### config.mk
export PLATFORM = sky130hd
export DESIGN_NAME = mem_watch_unit
export DESIGN_NICKNAME = d
export VERILOG_FILES = /design/src/rtl/mwu_pkg.sv /design/src/rtl/mwu_datapath.sv /design/src/rtl/mwu_ctrl.sv /design/src/rtl/mem_watch_unit.sv
export SDC_FILE = /design/constraint.sdc
export NUM_CORES = 1
export LEC_CHECK = 0
export BUFFER_PORTS_ARGS = -buffer_cell sky130_fd_sc_hd__buf_2
export CAP_MARGIN = 10
export CELL_PAD_IN_SITES_DETAIL_PLACEMENT = 0
export CELL_PAD_IN_SITES_GLOBAL_PLACEMENT = 1
export CORE_MARGIN = 2
export CORE_UTILIZATION = 25
export CTS_BUF_LIST = sky130_fd_sc_hd__clkbuf_16
export DETAILED_ROUTE_END_ITERATION = 10
export GPL_ROUTABILITY_DRIVEN = 0
export GPL_TIMING_DRIVEN = 1
export PLACE_DENSITY_LB_ADDON = 0.1
export SLEW_MARGIN = 0
export SYNTH_ARGS = -nofsm -noshare
export SYNTH_HDL_FRONTEND = slang
export SYNTH_HIERARCHICAL = 1
export SYNTH_SLANG_ARGS = --single-unit
### constraint.sdc
create_clock -name clk -period 2.5 [get_ports clk]
set_clock_uncertainty 0.15 [all_clocks]
set_input_delay 0.375 -clock clk [delete_from_list [all_inputs] [get_ports clk]]
set_output_delay 0.375 -clock clk [all_outputs]
set_load 0.02 [all_outputs]
### src/rtl/mwu_pkg.sv
package mwu_pkg;
  localparam int ADDR_W    = 32;
  localparam int DATA_W    = 32;
  localparam int CFG_AW    = 8;
  localparam int NUM_CFG   = 4;
  localparam int NUM_FIX   = 2;
  localparam int NUM_RGN   = NUM_CFG + NUM_FIX;
  localparam int SUB_CNT   = 32;
  localparam int SUB_LSB   = 12;
  localparam int SUB_IDX_W = $clog2(SUB_CNT);
  localparam int EN_W      = 16;
  localparam int WR_OFS    = 8;
  localparam logic [ADDR_W-1:0] FIX_BASE = 32'h4000_0000;
  localparam logic [ADDR_W-1:0] FIX_SPAN = ADDR_W'(SUB_CNT) << SUB_LSB;

  localparam logic [CFG_AW-1:0] OFS_EN     = 8'h00;
  localparam logic [CFG_AW-1:0] OFS_SET    = 8'h04;
  localparam logic [CFG_AW-1:0] OFS_CLR    = 8'h08;
  localparam logic [CFG_AW-1:0] OFS_EVT    = 8'h0C;
  localparam int                OFS_START  = 'h10;
  localparam int                OFS_END    = 'h14;
  localparam int                OFS_SUBINC = 'h30;
  localparam int                OFS_STWR   = 'h38;
  localparam int                OFS_STRD   = 'h3C;

  typedef struct packed {
    logic [NUM_RGN-1:0]              rdHit;
    logic [NUM_RGN-1:0]              wrHit;
    logic [NUM_FIX-1:0][SUB_CNT-1:0] subRd;
    logic [NUM_FIX-1:0][SUB_CNT-1:0] subWr;
  } hit_t;
endpackage

### src/rtl/mwu_datapath.sv
module mwu_datapath
  import mwu_pkg::*;
(
  input  logic                              clk,
  input  logic                              rstN,
  input  logic [ADDR_W-1:0]                 accAddr,
  input  logic                              accRd,
  input  logic                              accWr,
  input  logic                              accCpu,
  input  logic [NUM_CFG-1:0][ADDR_W-1:0]    startAddr,
  input  logic [NUM_CFG-1:0][ADDR_W-1:0]    endAddr,
  input  logic [EN_W-1:0]                   enWord,
  input  logic [NUM_FIX-1:0][SUB_CNT-1:0]   subInc,
  output hit_t                              hits
);
  logic [ADDR_W-1:0]               addrQ;
  logic                            rdQ, wrQ;
  logic [NUM_RGN-1:0]              rgnMatch;
  logic [NUM_FIX-1:0][SUB_CNT-1:0] subSel;
  logic [NUM_RGN-1:0]              rdEn, wrEn;

  assign rdEn = enWord[NUM_RGN-1:0];
  assign wrEn = enWord[WR_OFS +: NUM_RGN];

  always_ff @(posedge clk or negedge rstN) begin
    if (!rstN) begin
      addrQ <= '0;
      rdQ   <= 1'b0;
      wrQ   <= 1'b0;
    end else begin
      addrQ <= accAddr;
      rdQ   <= accRd & accCpu;
      wrQ   <= accWr & accCpu;
    end
  end

  for (genvar k = 0; k < NUM_CFG; k++) begin : g_cfg
    assign rgnMatch[k] = (addrQ >= startAddr[k]) && (addrQ <= endAddr[k]);
  end

  for (genvar j = 0; j < NUM_FIX; j++) begin : g_fix
    logic [ADDR_W-1:0]    fixOfs;
    logic                 inFix;
    logic [SUB_IDX_W-1:0] subIdx;
    assign fixOfs = addrQ - (FIX_BASE + ADDR_W'(j) * FIX_SPAN);
    assign inFix  = fixOfs < FIX_SPAN;
    assign subIdx = fixOfs[SUB_LSB +: SUB_IDX_W];
    assign subSel[j] = inFix ? (subInc[j] & (SUB_CNT'(1) << subIdx)) : '0;
    assign rgnMatch[NUM_CFG+j] = |subSel[j];
  end

  always_comb begin
    hits.rdHit = rgnMatch & rdEn & {NUM_RGN{rdQ}};
    hits.wrHit = rgnMatch & wrEn & {NUM_RGN{wrQ}};
    for (int j = 0; j < NUM_FIX; j++) begin
      hits.subRd[j] = (rdQ && rdEn[NUM_CFG+j]) ? subSel[j] : '0;
      hits.subWr[j] = (wrQ && wrEn[NUM_CFG+j]) ? subSel[j] : '0;
    end
  end
endmodule

### src/rtl/mwu_ctrl.sv
module mwu_ctrl
  import mwu_pkg::*;
(
  input  logic                             clk,
  input  logic                             rstN,
  input  logic                             cfgWe,
  input  logic [CFG_AW-1:0]                cfgAddr,
  input  logic [DATA_W-1:0]                cfgWdata,
  input  hit_t                             hits,
  output logic [DATA_W-1:0]                cfgRdata,
  output logic [EN_W-1:0]                  enWord,
  output logic [NUM_CFG-1:0][ADDR_W-1:0]   startAddr,
  output logic [NUM_CFG-1:0][ADDR_W-1:0]   endAddr,
  output logic [NUM_FIX-1:0][SUB_CNT-1:0]  subInc,
  output logic [NUM_RGN-1:0]               evtRd,
  output logic [NUM_RGN-1:0]               evtWr,
  output logic [NUM_FIX-1:0][SUB_CNT-1:0]  stRd,
  output logic [NUM_FIX-1:0][SUB_CNT-1:0]  stWr
);
  logic evtWrite;
  assign evtWrite = cfgWe && (cfgAddr == OFS_EVT);

  always_ff @(posedge clk or negedge rstN) begin
    if (!rstN) begin
      enWord    <= '0;
      startAddr <= '0;
      endAddr   <= '0;
      subInc    <= '0;
      evtRd     <= '0;
      evtWr     <= '0;
      stRd      <= '0;
      stWr      <= '0;
    end else begin
      if (cfgWe) begin
        case (cfgAddr)
          OFS_EN:  enWord <= cfgWdata[EN_W-1:0];
          OFS_SET: enWord <= enWord | cfgWdata[EN_W-1:0];
          OFS_CLR: enWord <= enWord & ~cfgWdata[EN_W-1:0];
          default: ;
        endcase
      end
      for (int k = 0; k < NUM_CFG; k++) begin
        if (cfgWe && cfgAddr == CFG_AW'(OFS_START + 8*k)) startAddr[k] <= cfgWdata;
        if (cfgWe && cfgAddr == CFG_AW'(OFS_END + 8*k))   endAddr[k]   <= cfgWdata;
      end
      evtRd <= (evtWrite ? (evtRd & cfgWdata[NUM_RGN-1:0]) : evtRd) | hits.rdHit;
      evtWr <= (evtWrite ? (evtWr & cfgWdata[WR_OFS +: NUM_RGN]) : evtWr) | hits.wrHit;
      for (int j = 0; j < NUM_FIX; j++) begin
        if (cfgWe && cfgAddr == CFG_AW'(OFS_SUBINC + 4*j)) subInc[j] <= cfgWdata;
        stWr[j] <= ((cfgWe && cfgAddr == CFG_AW'(OFS_STWR + 8*j)) ? (stWr[j] & ~cfgWdata) : stWr[j])
                   | hits.subWr[j];
        stRd[j] <= ((cfgWe && cfgAddr == CFG_AW'(OFS_STRD + 8*j)) ? (stRd[j] & ~cfgWdata) : stRd[j])
                   | hits.subRd[j];
      end
    end
  end

  always_comb begin
    cfgRdata = '0;
    case (cfgAddr)
      OFS_EN:  cfgRdata = DATA_W'(enWord);
      OFS_EVT: begin
        cfgRdata[NUM_RGN-1:0]      = evtRd;
        cfgRdata[WR_OFS +: NUM_RGN] = evtWr;
      end
      default: ;
    endcase
    for (int k = 0; k < NUM_CFG; k++) begin
      if (cfgAddr == CFG_AW'(OFS_START + 8*k)) cfgRdata = startAddr[k];
      if (cfgAddr == CFG_AW'(OFS_END + 8*k))   cfgRdata = endAddr[k];
    end
    for (int j = 0; j < NUM_FIX; j++) begin
      if (cfgAddr == CFG_AW'(OFS_SUBINC + 4*j)) cfgRdata = subInc[j];
      if (cfgAddr == CFG_AW'(OFS_STWR + 8*j))   cfgRdata = stWr[j];
      if (cfgAddr == CFG_AW'(OFS_STRD + 8*j))   cfgRdata = stRd[j];
    end
  end
endmodule

### src/rtl/mem_watch_unit.sv
module mem_watch_unit
  import mwu_pkg::*;
(
  input  logic              clk,
  input  logic              rstN,
  input  logic [31:0]       accAddr,
  input  logic              accRd,
  input  logic              accWr,
  input  logic              accCpu,
  input  logic              cfgWe,
  input  logic [7:0]        cfgAddr,
  input  logic [31:0]       cfgWdata,
  output logic [31:0]       cfgRdata,
  output logic [5:0]        evtRd,
  output logic [5:0]        evtWr
);
  hit_t                            hits;
  logic [EN_W-1:0]                 enWord;
  logic [NUM_CFG-1:0][ADDR_W-1:0]  startAddr;
  logic [NUM_CFG-1:0][ADDR_W-1:0]  endAddr;
  logic [NUM_FIX-1:0][SUB_CNT-1:0] subInc;
  logic [NUM_FIX-1:0][SUB_CNT-1:0] stRd;
  logic [NUM_FIX-1:0][SUB_CNT-1:0] stWr;

  mwu_datapath u_dp (
    .clk       (clk),
    .rstN      (rstN),
    .accAddr   (accAddr),
    .accRd     (accRd),
    .accWr     (accWr),
    .accCpu    (accCpu),
    .startAddr (startAddr),
    .endAddr   (endAddr),
    .enWord    (enWord),
    .subInc    (subInc),
    .hits      (hits)
  );

  mwu_ctrl u_ctrl (
    .clk       (clk),
    .rstN      (rstN),
    .cfgWe     (cfgWe),
    .cfgAddr   (cfgAddr),
    .cfgWdata  (cfgWdata),
    .hits      (hits),
    .cfgRdata  (cfgRdata),
    .enWord    (enWord),
    .startAddr (startAddr),
    .endAddr   (endAddr),
    .subInc    (subInc),
    .evtRd     (evtRd),
    .evtWr     (evtWr),
    .stRd      (stRd),
    .stWr      (stWr)
  );
endmodule

==> results_dict.tcl, run 1 <==
set metrics [dict create \
    status "finished with violations" \
    violations "negative setup slack" \
    drtPass1Iterations 9 \
    hold_path.class "input pin to register" \
    synth_cell_types 89 \
    rsz0062_at_grt "true" \
    wl_um 177300 \
    clock_latency_ps 670 \
    avgSynthCellArea_um2 9.689 \
    synth_compound_area_share_pct 16.74 \
    rows 131 \
    netlist_area_um2 31980 \
    path_class "register to output port" \
    port_buffers 121 \
    p_leak_nw 22.80 \
    netlist_top_cells_area "dfrtp_1, mux2_2, ha_1" \
    fmax_mhz 315.5 \
    die_w_um 361.7 \
    r2r_slack_ps -410 \
    power.density_nw_per_um2 471.2 \
    synth_top_area_share_pct 39.90 \
    slew_headroom_pct 22.29 \
    num_vias 31310 \
    synthMuxAreaShare_pct 13.58 \
    grt_pass1_vias 32070 \
    core_area_um2 127200 \
    timing.final.ws_setup_ps -669.7 \
    hpwl_um 137200 \
    h-tree-depth 3 \
    cts.clk_slew.worst_paths_ps 50 \
    grtUsageTotal_pct 26.63 \
    cts_tree "yes" \
    synthArstFlopShare_pct 100.0 \
    drtIter0Drc 2628 \
    crit_path_max_fanout 2 \
    drv_slew 0 \
    grt_use_met3_pct 3.513 \
    crit_arrival_ps 2640 \
    clock-root-buffer "clkbuf_16" \
    avgViaCountPerCell 5.189 \
    synth_top_family_by_area "compound AO/OA/AOI/OAI gates" \
    p_total_w 0.02307 \
    cap_viol_max_count 0 \
    cp-start-kind "register" \
    wl_per_cell_um 29.39 \
    reg2reg_depth 12 \
    dpl_cell_area_um2 41260 \
    design_area_um2 48960 \
    end_kind "output port" \
    cts_buffers 70 \
    start_util_pct 25.14 \
    synth-main-ff-cell "dfrtp_1" \
    grt_max_degree 86 \
    placed_cells 5739 \
    r2r-end "u_ctrl/evtWr[3]" \
    drive_gt1_share_pct 46.03 \
    final_cells 6034 \
    cts_sinks 510 \
    nNetsFinal 4647 \
    use_met1_pct 36.49 \
    yosysSeqAreaShare_pct 39.90 \
    layout_min_cycle_time_ps 3170 \
    nFillCells 12700 \
    yosys.area.top_type "dfrtp_1" \
    synth_seq_cells 510 \
    antenna_found_initial 4 \
    postRouteAntennaNets 0 \
    ir_drop_mv 0.4669 \
    ios 122 \
    hold_viol_final 0 \
    crit_end "cfgRdata[3]" \
    yosys_warnings 6 \
    grt_pass1_wl_um 247700 \
    worstReg2RegStart "u_dp/addrQ[24]" \
    drcViolationCount 0 \
    dieArea_um2 130800 \
    clk_path_buf_depth 3 \
    startpoint "u_ctrl/startAddr[3]" \
    grtUsageMet2_pct 43.94 \
    crit_required_ps 1980 \
    setup_viol 83 \
    worst_pin_slew_ps 1159 \
    synth_edf_count 0 \
    die_h_um 361.7 \
    synthXorXnorAreaFrac_pct 0.02739 \
    synth_nets 3636 \
    synth_fa_ha_area_share_pct 10.05 \
    min_period_over_period_pct 126.8 \
    top_usage_layer "met2" \
    yosys.area_share.simple_pct 13.83 \
    grt_overflow_total 0 \
    synthCells 3301 \
    area_delta_synth_final_pct 53.08 \
]
repair_timing:
action | in CTS | in global routing
hold buffers | 37 | 0
endpoints found under the setup margin | 154 | 165
buffers inserted | 117 | 53
endpoints found under the hold margin | 328 | 0
pin swaps | 198 | 149
gates cloned | 0 | 2
gates resized for setup | 632 | 306
cells in the mapped netlist, types with 11 or more instances:
library cell	number
and2_1	13
a22o_1	27
nand3_1	77
buf_4	14
o221ai_1	17
a211oi_1	31
mux2_2	312
nand2b_1	23
nor2b_1	29
a222oi_1	12
nand4_1	47
buf_2	82
dfrtp_1	510
nor4_1	19
inv_1	261
mux2i_1	40
o211ai_1	15
a22oi_1	36
nor3_1	41
clkbuf_1	78
a31oi_1	17
a21o_1	145
mux2_1	30
o21ai_0	142
o21a_1	14
or3_1	11
nand2_1	319
a21oi_1	168
a221oi_1	22
ha_1	257
nor2_1	236
o22ai_1	55
layer usage:
| metal | wire length (µm) | up-vias | share of wire, % |
|---|---|---|---|
| met4 | 5524 | 0 | 3.1 |
| met2 | 82890 | 945 | 47 |
| met3 | 8710 | 243 | 4.9 |
| li1 | - | 13990 | - |
| met5 | 0 | - | 0 |
| met1 | 80230 | 16140 | 45 |
cells in the final DEF (no fill, tap or decap), drive strengths merged, types with 18 or more instances in the layout:
| master | n |
|---|---|
| nor2b | 29 |
| dlygate4sd3 | 37 |
| nand4 | 48 |
| mux2i | 40 |
| dfrtp | 510 |
| nor2 | 246 |
| clkinv | 34 |
| nand3 | 77 |
| o22ai | 55 |
| mux2 | 342 |
| ha | 257 |
| a21o | 145 |
| a22o | 27 |
| o21ai | 150 |
| a22oi | 36 |
| nor3 | 42 |
| nand2b | 23 |
| nand2 | 323 |
| a211oi | 31 |
| a221oi | 22 |
| nor4 | 24 |
| buf | 1086 |
| a31oi | 18 |
| inv | 280 |
| clkbuf | 76 |
| a21oi | 168 |
flip-flops by register name, summed over array words and instances, names as in the netlist:
name / cells
u_ctrl/endAddr: 128
u_ctrl/stWr: 64
u_ctrl/subInc: 64
u_ctrl/evtRd: 6
u_ctrl/evtWr: 6
u_dp/addrQ: 32
u_ctrl/startAddr: 128
u_dp/wrQ: 1
u_dp/rdQ: 1
u_ctrl/enWord: 16
u_ctrl/stRd: 64
stage by stage:
stage	hold WS (ps)	TNS, ps	setup WS [ps]	util (%)
2_1_floorplan	-70.59	-745.3	-114.0	-
3_3_place_gp	146.8	-84880	-982.1	32.44
3_5_place_dp	144.4	-82850	-955.1	32.44
4_1_cts	3.213	-22440	-736.8	37.24
5_1_grt	25.23	-28000	-722.1	38.49
6_report	26.15	-22290	-669.7	38.49
critical path, cell delays in order, from the launching register on:
cell and delay, ps:
dfrtp_1 390, mux2_4 290, o22ai_4 100, buf_6 140, o22a_1 150, o211ai_1 160
a222oi_1 360, buf_4 200, o21ai_2 60, buf_6 130
kinds of logic after synthesis:
family	count (synthesis)
AND/OR/NAND/NOR	899
AO/OA/AOI/OAI	799
flip-flops	510
buffers and inverters	449
multiplexers	386
adder cells (fa/ha/maj)	257
XOR/XNOR	1
worst min path at each step:
stage                     slack (ps)          from                to  depth (start not counted)
final                             30  cfgWdata[26]   u_ctrl/stWr[26]                          3
after global routing              30  cfgWdata[26]   u_ctrl/stWr[26]                          3
after CTS                          3  cfgWdata[19]   u_ctrl/stWr[51]                          3
after detailed placement         140          rstN   u_ctrl/stWr[37]                          1
after global placement           150          rstN   u_ctrl/stWr[37]                          1
after floorplan                  -70          rstN  u_ctrl/enWord[0]                          0
power by group:
| part | total [W] | internal (W) | switching, W |
|---|---|---|---|
| Clock | 0.00982 | 0.00557 | 0.00425 |
| Sequential | 0.00893 | 0.00859 | 0.000334 |
| Combinational | 0.00432 | 0.00187 | 0.00244 |
area by class of cell:
class	instances	area (µm²)	share of cell area (%)
Tap cell	1662	2079	4.247
Timing Repair Buffer	1126	10230	20.90
Inverter	262	991.0	2.024
Multi-Input combinational cell	2342	20710	42.30
Antenna cell	3	7.507	0.01533
Clock buffer	73	1827	3.731
Clock inverter	56	336.6	0.6875
Sequential cell	510	12780	26.10
Power figures use the tool's default switching activity.
==> run 2: changes to the inputs <==
Settings changed: CELL_PAD_IN_SITES_DETAIL_PLACEMENT 0 to not set, CELL_PAD_IN_SITES_GLOBAL_PLACEMENT 1 to not set, CTS_BUF_LIST sky130_fd_sc_hd__clkbuf_16 to sky130_fd_sc_hd__clkbuf_2, PLACE_DENSITY_LB_ADDON 0.1 to not set, SYNTH_HIERARCHICAL 1 to not set.
==> results_dict.tcl, run 2 <==
set metrics [dict create \
    dieArea_um2 122800 \
    worstReg2RegStart "u_dp.addrQ[11]" \
    clk_path_buf_depth 3 \
    final_cells 5713 \
    multi_input_area_um2 17990 \
    grtUsageTotal_pct 21.68 \
    violations "negative setup slack" \
    setup_viol 104 \
    drive_gt1_share_pct 42.15 \
    crit_family "compound AO/OA/AOI/OAI gates" \
    grtUsageMet2_pct 34.31 \
    synth_nets 3371 \
    path_class "register to output port" \
    nNetsFinal 4347 \
    cts_tree "yes" \
    worst_pin_slew_ps 1158 \
    synthArstFlopShare_pct 100.0 \
    postRouteAntennaNets 0 \
    synth_commonest_cells "dfrtp_1, nand2_1, mux2_2" \
    critPathMaxStageDelay_ps 490 \
    placed_cells 5195 \
    clock-root-buffer "clkbuf_2" \
    wl_per_cell_um 23.85 \
    avgSynthCellArea_um2 9.886 \
    ios 122 \
    drtIter0Drc 3451 \
    nFillCells 11940 \
    yosysMostFrequentCell "dfrtp_1" \
    cp-start-kind "register" \
    synth-main-ff-cell "dfrtp_1" \
    rows 127 \
    synth_cell_types 81 \
    p_leak_nw 19.76 \
    avgViaCountPerCell 5.246 \
    netlist_area_um2 30020 \
    startpoint "u_ctrl.endAddr[15]" \
    largest_registers "u_ctrl.endAddr: 128 flops, u_ctrl.startAddr: 128 flops" \
    hpwl_um 100200 \
    synth_seq_cells 510 \
    layout_min_cycle_time_ps 4017 \
    power.density_nw_per_um2 432.7 \
    fin_util_pct 36.80 \
    yosys_warnings 0 \
    num_vias 29970 \
    area_delta_synth_final_pct 46.52 \
    cp_cell_sequence "mux4_2 -> and3_1 -> a31oi_1 -> o22ai_2 -> o2111ai_4 -> a31oi_4 -> a221o_1 -> buf_6" \
    crit_path_max_fanout 2 \
    rsz0062_at_grt "true" \
    drcViolationCount 0 \
    crit_buf_inv 1 \
    status "finished with violations" \
    cts_buffers 141 \
    layout_commonest_cell "buf_4" \
    slowest_stage "mux4_2" \
    core_area_um2 119500 \
    drtPass1Iterations 6 \
    grt_pass1_wl_um 196600 \
    die_h_um 350.5 \
    yosysSeqAreaShare_pct 42.52 \
    final_cell_mix "buf_4, dfrtp_1, nand2_1" \
    wl_um 136300 \
    synth_top_area_share_pct 42.52 \
    grt_overflow_total 0 \
    start_util_pct 25.12 \
    timing.final.ws_setup_ps -1517 \
    netlist_top_cells_area "dfrtp_1, mux2_2, ha_1" \
    synth_edf_count 0 \
    cts.clk_slew.worst_paths_ps 90 \
    h-tree-depth 4 \
    cts_sinks 510 \
    min_period_over_period_pct 160.7 \
    crit_arrival_ps 3490 \
    use_met1_pct 26.50 \
    final-seq-area_um2 12800 \
    hold_path.class "input pin to register" \
    crit_required_ps 1980 \
    clock_latency_ps 1420 \
    grt_pass1_vias 29590 \
    drv_slew 0 \
    die_w_um 350.5 \
    hold_start "cfgAddr[7]" \
    yosys.area.top_type "dfrtp_1" \
    port_buffers 121 \
    cap_viol_max_count 0 \
    synthCells 3036 \
    fmax_mhz 249.0 \
    top_usage_layer "met2" \
    grt_max_degree 90 \
    antenna_found_initial 9 \
    grt_use_met3_pct 5.307 \
    slew_headroom_pct 22.57 \
    end_kind "output port" \
    hold_viol_final 0 \
    ir_drop_mv 0.3657 \
]
## run 2: cells by family after synthesis
logic type	Yosys count	share of synthesized area (%)
XOR/XNOR	1	0.02919
multiplexers	333	12.59
buffers and inverters	429	5.657
adder cells (fa/ha/maj)	257	10.71
flip-flops	510	42.52
AO/OA/AOI/OAI	725	15.92
AND/OR/NAND/NOR	781	12.58
## run 2: stage by stage
stage	worst slack [ps]	area [µm²]	setup TNS, ps	hold WS [ps]	power (W)
global route	-1683	43980	-48990	25.80	0.01989
finish	-1517	43980	-39780	25.48	0.01903
CTS	-1720	42690	-45670	7.401	0.01889
detailed placement	-823.2	37000	-104610	115.5	0.01197
floorplan	-214.6	30280	-4116	-70.59	0.01040
global placement	-827.3	37000	-97320	114.6	0.01190
## run 2: what timing repair did
action                                   CTS  global route
endpoints found under the setup margin   164           163
cloned                                     1             0
pin swaps                                188           132
hold endpoints to repair                1020             0
setup buffers                             81            46
gates resized for setup                  505           276
hold buffers                             194             0
## run 2: final timing paths
path / endpoint / cells past startpoint / slack (ps)
worst max register to register: u_ctrl.evtWr[1] / 10 / -300
max in group asynchronous: u_ctrl.subInc[62] / 7 / 860
worst min-delay path: u_ctrl.enWord[14] / 9 / 30
min in group asynchronous: u_ctrl.endAddr[86] / 5 / 400
worst max-delay path: cfgRdata[15] / 8 / -1520
worst min register to register: u_ctrl.stWr[62] / 2 / 330
## run 2: final cells by class
cell class | count | share of cell area, %
multi-input combinational | 2097 | 40.92
sequential | 510 | 29.10
timing repair buffer | 999 | 20.29
tap | 1612 | 4.586
inverter | 263 | 2.259
clock buffer | 190 | 2.162
clock inverter | 36 | 0.6544
antenna | 6 | 0.03414
## run 2: worst min-delay path, cell delays in order
cell     delay, ps
buf_2          100
buf_4          160
or3_1          170
buf_4          190
nor2_1         100
o311a_4        160
o21ai_0         70
buf_4          100
a22o_1         130
## run 2: power breakdown
group / internal (W) / total [W] / leakage [nW] / switching, W
Clock: 0.00249 / 0.00638 / 0.918 / 0.00389
Combinational: 0.00168 / 0.00360 / 12.5 / 0.00192
Sequential: 0.00865 / 0.00905 / 6.31 / 0.000398
Total: 0.0128 / 0.0190 / 19.8 / 0.00621
## run 2: per-layer routing
metal	part of all wire (%)	up-vias	wire length [µm]
met2	46	1638	62080
li1	-	13130	-
met4	6.7	4	9124
met1	39	14790	53180
met3	8.7	413	11870
met5	0.020	-	27
